File: config.mk
export PLATFORM = sky130hd
export DESIGN_NAME = rfp_regfile
export DESIGN_NICKNAME = d
export VERILOG_FILES = /design/src/rtl/rfp_pkg.sv /design/src/rtl/rfp_phase_ctrl.sv /design/src/rtl/rfp_row_decoder.sv /design/src/rtl/rfp_cell_array.sv /design/src/rtl/rfp_read_port.sv /design/src/rtl/rfp_regfile.sv
export SDC_FILE = /design/constraint.sdc
export NUM_CORES = 1
export LEC_CHECK = 0
export BUFFER_PORTS_ARGS = -buffer_cell sky130_fd_sc_hd__buf_4
export CORE_ASPECT_RATIO = 1.5
export CORE_UTILIZATION = 45
export DETAILED_ROUTE_END_ITERATION = 6
export SLEW_MARGIN = 20
export SYNTH_ARGS = -nofsm -noshare
export SYNTH_HDL_FRONTEND = slang
export SYNTH_SLANG_ARGS = --single-unit
File: constraint.sdc
create_clock -name clk -period 4.3 [get_ports clk]
set_clock_uncertainty 0.1 [all_clocks]
set_input_delay 0.215 -clock clk [delete_from_list [all_inputs] [get_ports clk]]
set_output_delay 0.215 -clock clk [all_outputs]
set_load 0.02 [all_outputs]
File: src/rtl/rfp_pkg.sv
// Package: shared definitions for the phase-split register file.
// Assumes: the phase marker is a single bit, low for the read phase.
package rfp_pkg;

    // Phase encoding seen on the phase marker input
    typedef enum logic {
        PH_READ  = 1'b0,
        PH_WRITE = 1'b1
    } phase_e;

    // Number of logical read ports served by one array access
    localparam int unsigned N_RD_PORTS = 2;

endpackage

File: src/rtl/rfp_phase_ctrl.sv
// Module: rfp_phase_ctrl
// Turns the phase marker into mutually exclusive array strobes and drives
// the write data as a true/complement pair.
// Assumes: phase_wr alternates once per clock edge, supplied by the caller.
module rfp_phase_ctrl
    import rfp_pkg::*;
#(
    parameter int unsigned WIDTH = 32,
    parameter int unsigned ABITS = 5
) (
    input  logic             rst_n,
    input  logic             phase_wr,
    input  logic             wr_en,
    input  logic [ABITS-1:0] wr_addr,
    input  logic [WIDTH-1:0] wr_data,
    output logic             arr_rd_en,
    output logic             arr_wr_en,
    output logic [WIDTH-1:0] bl,
    output logic [WIDTH-1:0] bl_n
);

    phase_e phase;

    // Decode the phase marker into its enum form
    always_comb phase = phase_e'(phase_wr);

    // Pick exactly one access kind for this edge
    always_comb begin
        arr_rd_en = rst_n && (phase == PH_READ);
        arr_wr_en = rst_n && (phase == PH_WRITE) && wr_en && (wr_addr != '0);
    end

    // Drive both polarities of the write data onto the bit lines
    always_comb begin
        bl   = wr_data;
        bl_n = ~wr_data;
    end

endmodule

File: src/rtl/rfp_row_decoder.sv
// Module: rfp_row_decoder
// One-hot word-line decoder for the write access; row 0 never fires.
// Assumes: the write strobe already excludes address zero and the read phase.
module rfp_row_decoder #(
    parameter int unsigned DEPTH = 32,
    parameter int unsigned ABITS = 5
) (
    input  logic             wr_strobe,
    input  logic [ABITS-1:0] wr_addr,
    output logic [DEPTH-1:0] row_we
);

    // Row 0 has no storage, so its word line stays low
    assign row_we[0] = 1'b0;

    for (genvar r = 1; r < DEPTH; r++) begin : g_row
        // One address comparator per row word line
        assign row_we[r] = wr_strobe && (wr_addr == ABITS'(r));
    end

endmodule

File: src/rtl/rfp_cell_array.sv
// Module: rfp_cell_array
// Storage rows 1..DEPTH-1; row 0 reads as constant zero.
// A row updates only when its word line is high and the two bit-line
// polarities disagree on every bit, as a differential write requires.
// Assumes: at most one word line is high per edge.
module rfp_cell_array #(
    parameter int unsigned DEPTH = 32,
    parameter int unsigned WIDTH = 32
) (
    input  logic                         clk,
    input  logic [DEPTH-1:0]             row_we,
    input  logic [WIDTH-1:0]             bl,
    input  logic [WIDTH-1:0]             bl_n,
    output logic [DEPTH-1:0][WIDTH-1:0]  cells
);

    logic [DEPTH-1:0][WIDTH-1:0] store_q;
    logic                        drive_ok;

    // A valid differential drive has every bit pair complementary
    always_comb drive_ok = ((bl ^ bl_n) == {WIDTH{1'b1}});

    // Commit the bit-line value into the selected row
    always_ff @(posedge clk) begin
        for (int r = 1; r < DEPTH; r++) begin
            if (row_we[r] && drive_ok) begin
                store_q[r] <= bl;
            end
        end
    end

    // Present the rows to the read ports with row 0 forced to zero
    always_comb begin
        cells    = store_q;
        cells[0] = '0;
    end

endmodule

File: src/rtl/rfp_read_port.sv
// Module: rfp_read_port
// One single-ended read port: selects a row and registers it at the
// read-phase edge, holding the value through the write phase.
// Assumes: rd_strobe is low whenever the array is being written.
module rfp_read_port #(
    parameter int unsigned DEPTH = 32,
    parameter int unsigned WIDTH = 32,
    parameter int unsigned ABITS = 5
) (
    input  logic                        clk,
    input  logic                        rst_n,
    input  logic                        rd_strobe,
    input  logic [ABITS-1:0]            rd_addr,
    input  logic [DEPTH-1:0][WIDTH-1:0] cells,
    output logic [WIDTH-1:0]            rd_data
);

    logic [WIDTH-1:0] sel_val;
    logic [WIDTH-1:0] data_q;

    // Column select for the addressed row
    always_comb sel_val = cells[rd_addr];

    // Capture the operand at the read-phase edge, hold it otherwise
    always_ff @(posedge clk) begin
        if (!rst_n) begin
            data_q <= '0;
        end else if (rd_strobe) begin
            data_q <= sel_val;
        end
    end

    assign rd_data = data_q;

endmodule

File: src/rtl/rfp_regfile.sv
// Module: rfp_regfile (top)
// Register file giving two reads and one write per system cycle from an
// array that does one access kind per edge: reads on the read-phase edge,
// the write on the following write-phase edge.
// Assumes: clk runs at twice the system rate; phase_wr alternates 0,1.
module rfp_regfile
    import rfp_pkg::*;
#(
    parameter int unsigned DEPTH = 32,
    parameter int unsigned WIDTH = 32,
    localparam int unsigned ABITS = $clog2(DEPTH)
) (
    input  logic             clk,
    input  logic             rst_n,
    input  logic             phase_wr,
    input  logic [ABITS-1:0] rd_addr_a,
    input  logic [ABITS-1:0] rd_addr_b,
    output logic [WIDTH-1:0] rd_data_a,
    output logic [WIDTH-1:0] rd_data_b,
    input  logic             wr_en,
    input  logic [ABITS-1:0] wr_addr,
    input  logic [WIDTH-1:0] wr_data
);

    logic                        arr_rd_en;
    logic                        arr_wr_en;
    logic [WIDTH-1:0]            bl;
    logic [WIDTH-1:0]            bl_n;
    logic [DEPTH-1:0]            row_we;
    logic [DEPTH-1:0][WIDTH-1:0] cells;
    logic [ABITS-1:0]            port_addr [N_RD_PORTS];
    logic [WIDTH-1:0]            port_data [N_RD_PORTS];

    rfp_phase_ctrl #(.WIDTH(WIDTH), .ABITS(ABITS)) u_phase (
        .rst_n     (rst_n),
        .phase_wr  (phase_wr),
        .wr_en     (wr_en),
        .wr_addr   (wr_addr),
        .wr_data   (wr_data),
        .arr_rd_en (arr_rd_en),
        .arr_wr_en (arr_wr_en),
        .bl        (bl),
        .bl_n      (bl_n)
    );

    rfp_row_decoder #(.DEPTH(DEPTH), .ABITS(ABITS)) u_dec (
        .wr_strobe (arr_wr_en),
        .wr_addr   (wr_addr),
        .row_we    (row_we)
    );

    rfp_cell_array #(.DEPTH(DEPTH), .WIDTH(WIDTH)) u_array (
        .clk    (clk),
        .row_we (row_we),
        .bl     (bl),
        .bl_n   (bl_n),
        .cells  (cells)
    );

    // Gather the read addresses so the ports can be generated
    assign port_addr[0] = rd_addr_a;
    assign port_addr[1] = rd_addr_b;

    for (genvar p = 0; p < N_RD_PORTS; p++) begin : g_rd
        rfp_read_port #(.DEPTH(DEPTH), .WIDTH(WIDTH), .ABITS(ABITS)) u_port (
            .clk       (clk),
            .rst_n     (rst_n),
            .rd_strobe (arr_rd_en),
            .rd_addr   (port_addr[p]),
            .cells     (cells),
            .rd_data   (port_data[p])
        );
    end

    assign rd_data_a = port_data[0];
    assign rd_data_b = port_data[1];

endmodule

==> Flow_metrics.wiki <==
{| class="wikitable"
! Metric !! Value
|-
| Setup crit start kind || input port
|-
| Synthesized area divided by synthesized cell count || roughly 19 um2
|-
| Clock transition at the registers of the reported paths || 70 ps
|-
| Clock latency on the worst-skew pair || a little over 700 ps
|-
| Dominant cells by area after synthesis || sky130_fd_sc_hd__edfxtp_1, sky130_fd_sc_hd__mux4_2, sky130_fd_sc_hd__mux2i_1
|-
| Worst flop-to-flop path startpoint || u_array.cells[195]
|-
| PostCTS Resize Cnt || 0
|-
| Die width || 268 um
|-
| # rows || 145
|-
| Number of buffers inserted for hold repair after clock tree synthesis || 40
|-
| Worst voltage drop across the vdd grid || between 0.3 and 0.4 mV
|-
| Transition time of the tightest slew-check pin || between 1000 and 1500 ps
|-
| Antenna-violating nets left || 0
|-
| Internal power || 17.0 mW
|-
| Warning count from the yosys run || 0
|-
| Final period demand of the worst path || 2940 ps
|-
| Max-slew violation count || 0
|-
| Total detailed-routing wirelength || 143000 um
|-
| Post-CTS Setup Inserts || 0
|-
| Count of final hold-check violations || 0
|-
| Part of the total power dissipated in combinational logic || 8.0%
|-
| Critical Path Fanout Max || 25
|-
| Full die area || 0.107 mm2
|-
| Layout area overhead || 13.9%
|-
| Sequential power share || ~52%
|-
| Largest net degree at the start of global routing || 101
|-
| Fraction of layout cells with a size suffix above 1 || about 32%
|-
| First-pass GRT wire length || 205000 um
|-
| Total of flip-flops plus latches after synthesis || 1056
|-
| Worst R2R Setup Slack || about 2100 ps
|-
| Beginning of the critical path || phase_wr
|-
| Part of the total power dissipated in the clock network || approximately two fifths
|-
| Post-Route Utilization || 51.9%
|-
| Total power || 21.9 mW
|-
| Total CTS buffers || 99
|-
| Least setup slack across all paths after layout || 1360 ps
|-
| Buffer levels on the longest clock path || 3
|-
| Setup repair after global routing missed its margin || false
|-
| Cell Area, Placed || 0.0506 mm2
|-
| Total global routing track utilization || roughly 27%
|-
| Power per cell area || 404 mW/mm2
|-
| Worst EP required || 4590 ps
|-
| Final clock period utilization by the worst path || 68.3%
|-
| Unique cell type count in the Yosys netlist || 35
|-
| Clock root buffer || sky130_fd_sc_hd__clkbuf_16
|-
| Nets || 2653
|-
| Post-synthesis async set-or-reset flop share || 0%
|-
| TritonCTS clock tree || done
|-
| Number of buffers added on ports || 114
|-
| Iteration count of the initial detailed-routing pass || 7
|-
| Proportion of synthesized chip area in sequential cells || between 60% and 70%
|-
| Per-cell routed wire length || 35.0 um
|-
| Arrival time at the worst endpoint || 3230 ps
|-
| Number of synthesized flops with an enable pin || 992
|-
| Post-synth top area cell || sky130_fd_sc_hd__edfxtp_1
|-
| Vias in the first global route || 28400
|-
| Post-synthesis cell count || 2455
|-
| Clock sink count || approximately 1100
|-
| Cell area after technology mapping || about 0.048 mm2
|-
| Class of the most critical hold timing path || input port to register
|-
| Leak Pwr || 17.6 nW
|-
| Design area || approximately 0.054 mm2
|-
| Primary flip-flop cell chosen by synthesis mapping || sky130_fd_sc_hd__edfxtp_1
|-
| Iteration-0 DRC count of the detailed router || 2538
|-
| Vertical die dimension || 400 um
|-
| Final setup violation count || 0
|-
| Sw frac || 22.6%
|-
| Switching power of the nets || 4.96 mW
|-
| CTS H-tree depth || 3
|-
| Effective utilization at floorplan || 45.6%
|-
| Worst setup EP type || register
|-
| Detail-routed via count per cell || approximately 6.5
|-
| Hold_sp || wr_addr[1]
|-
| Max-capacitance violation count || 0
|-
| Max Freq || around 0.34 GHz
|-
| Sum Neg Setup Slack || 0 ps
|-
| Status || finished clean
|-
| Remaining design rule violation count || 0
|-
| Routability cong. || just over 0.8
|-
| Proportion of netlist area held by the largest area contributor || 62.6%
|-
| I/O pin cnt || 115
|-
| Worst slack, placed || 995 ps
|-
| Half-perimeter wire length after detailed placement || 82700 um
|-
| Net count of the mapped netlist || 2506
|-
| Number of antenna violations at the first check in global routing || 4
|-
| Category of the most critical setup path || input port to register
|-
| GRT overflow || 0
|-
| Total via count in the routed design || 26700
|-
| Headroom to the max-slew limit || between 30% and 40%
|-
| CORE AREA || 0.105 mm2
|}
[critical path, cell delays in order]
cell and delay, ps:
sky130_fd_sc_hd__dlygate4sd3_1 530, sky130_fd_sc_hd__buf_4 140, sky130_fd_sc_hd__and2_4 440, sky130_fd_sc_hd__nand2_1 160
sky130_fd_sc_hd__nor2_1 190, sky130_fd_sc_hd__nand3_1 300, sky130_fd_sc_hd__nor2_4 780, sky130_fd_sc_hd__buf_4 410
[through the flow]
stage | hold slack, ps | cells
5_1_grt | 72.0 | 4083
4_1_cts | 40.0 | 4083
2_1_floorplan | 214 | 2455
6_report | 86.2 | 4084
3_3_place_gp | 358 | 3857
3_5_place_dp | 360 | 3857
[power groups by stage]
stage / sequential (mW) / clock, mW / combinational (mW)
after floorplan: 11.6 / 0 / 1.01
after global routing: 11.4 / 9.25 / 1.85
after detailed placement: 11.6 / 0 / 1.73
final: 11.4 / 8.78 / 1.75
after CTS: 11.4 / 8.90 / 1.77
after global placement: 11.6 / 0 / 1.71
[logic make-up after synthesis]
| family | Yosys count | synth area share [%] |
|---|---|---|
| DFF | 1056 | 65.3 |
| muxes | 708 | 26.6 |
| and+or+nand+nor | 254 | 2.32 |
| AOI/OAI and AO/OA | 236 | 3.85 |
| buffers and inverters | 201 | 1.95 |
[registers in the layout, indices dropped and copies added, names as in the netlist]
signal               count
u_array.cells          992
g_rd.u_port.rd_data     64
[cells in the final DEF, fill, tap and decap left out, drive strengths merged, types with 62 or more instances in the layout]
cell type,count
nand3,62
dfxtp,64
clkbuf,135
nand2,72
o22ai,63
mux2i,227
nor2,89
mux4,442
buf,205
edfxtp,992
[metal layers]
| layer | up-vias | global-route usage (%) | part of all wire (%) |
|---|---|---|---|
| met5 | - | 0 | 0.0084 |
| met4 | 2 | 13.0 | 4.9 |
| met3 | 314 | 4.00 | 6.6 |
| met2 | 1175 | 46.0 | 51 |
| met1 | 14400 | 34.1 | 37 |
| li1 | 10900 | - | - |
[cell type report]
| cell class | instances | area [um2] |
|---|---|---|
| fill | 8326 | 50300 |
| sequential | 1056 | 31100 |
| multi-input combinational | 1198 | 15900 |
| clock buffer | 135 | 2750 |
| timing repair buffer | 245 | 2320 |
| tap | 1396 | 1750 |
| clock inverter | 51 | 455 |
| inverter | 2 | 7.51 |
| antenna | 1 | 2.50 |
[synthesized netlist by cell type, types with 3 or more instances]
master	count
sky130_fd_sc_hd__edfxtp_1	992
sky130_fd_sc_hd__a31oi_1	7
sky130_fd_sc_hd__nand2_1	72
sky130_fd_sc_hd__dfxtp_1	64
sky130_fd_sc_hd__buf_6	10
sky130_fd_sc_hd__nand3_1	62
sky130_fd_sc_hd__mux4_2	442
sky130_fd_sc_hd__nor2b_1	5
sky130_fd_sc_hd__o311ai_0	29
sky130_fd_sc_hd__nor3_1	7
sky130_fd_sc_hd__a211oi_1	32
sky130_fd_sc_hd__o21ai_0	3
sky130_fd_sc_hd__buf_1	26
sky130_fd_sc_hd__buf_2	74
sky130_fd_sc_hd__clkbuf_1	87
sky130_fd_sc_hd__a22oi_1	31
sky130_fd_sc_hd__a2111oi_0	32
sky130_fd_sc_hd__mux2_2	39
sky130_fd_sc_hd__o22ai_1	63
sky130_fd_sc_hd__mux2i_1	227
sky130_fd_sc_hd__nor2_1	89
sky130_fd_sc_hd__a221o_1	32
sky130_fd_sc_hd__nand2b_1	11
[final timing paths]
path                                              endpoint  cells past startpoint
worst max-delay path                    u_array.cells[486]                      8
worst min-delay path                    u_array.cells[387]                      3
worst max register to register   g_rd[0].u_port.rd_data[3]                      5
worst min register to register  g_rd[0].u_port.rd_data[24]                      2
Power figures use the tool's default switching activity.
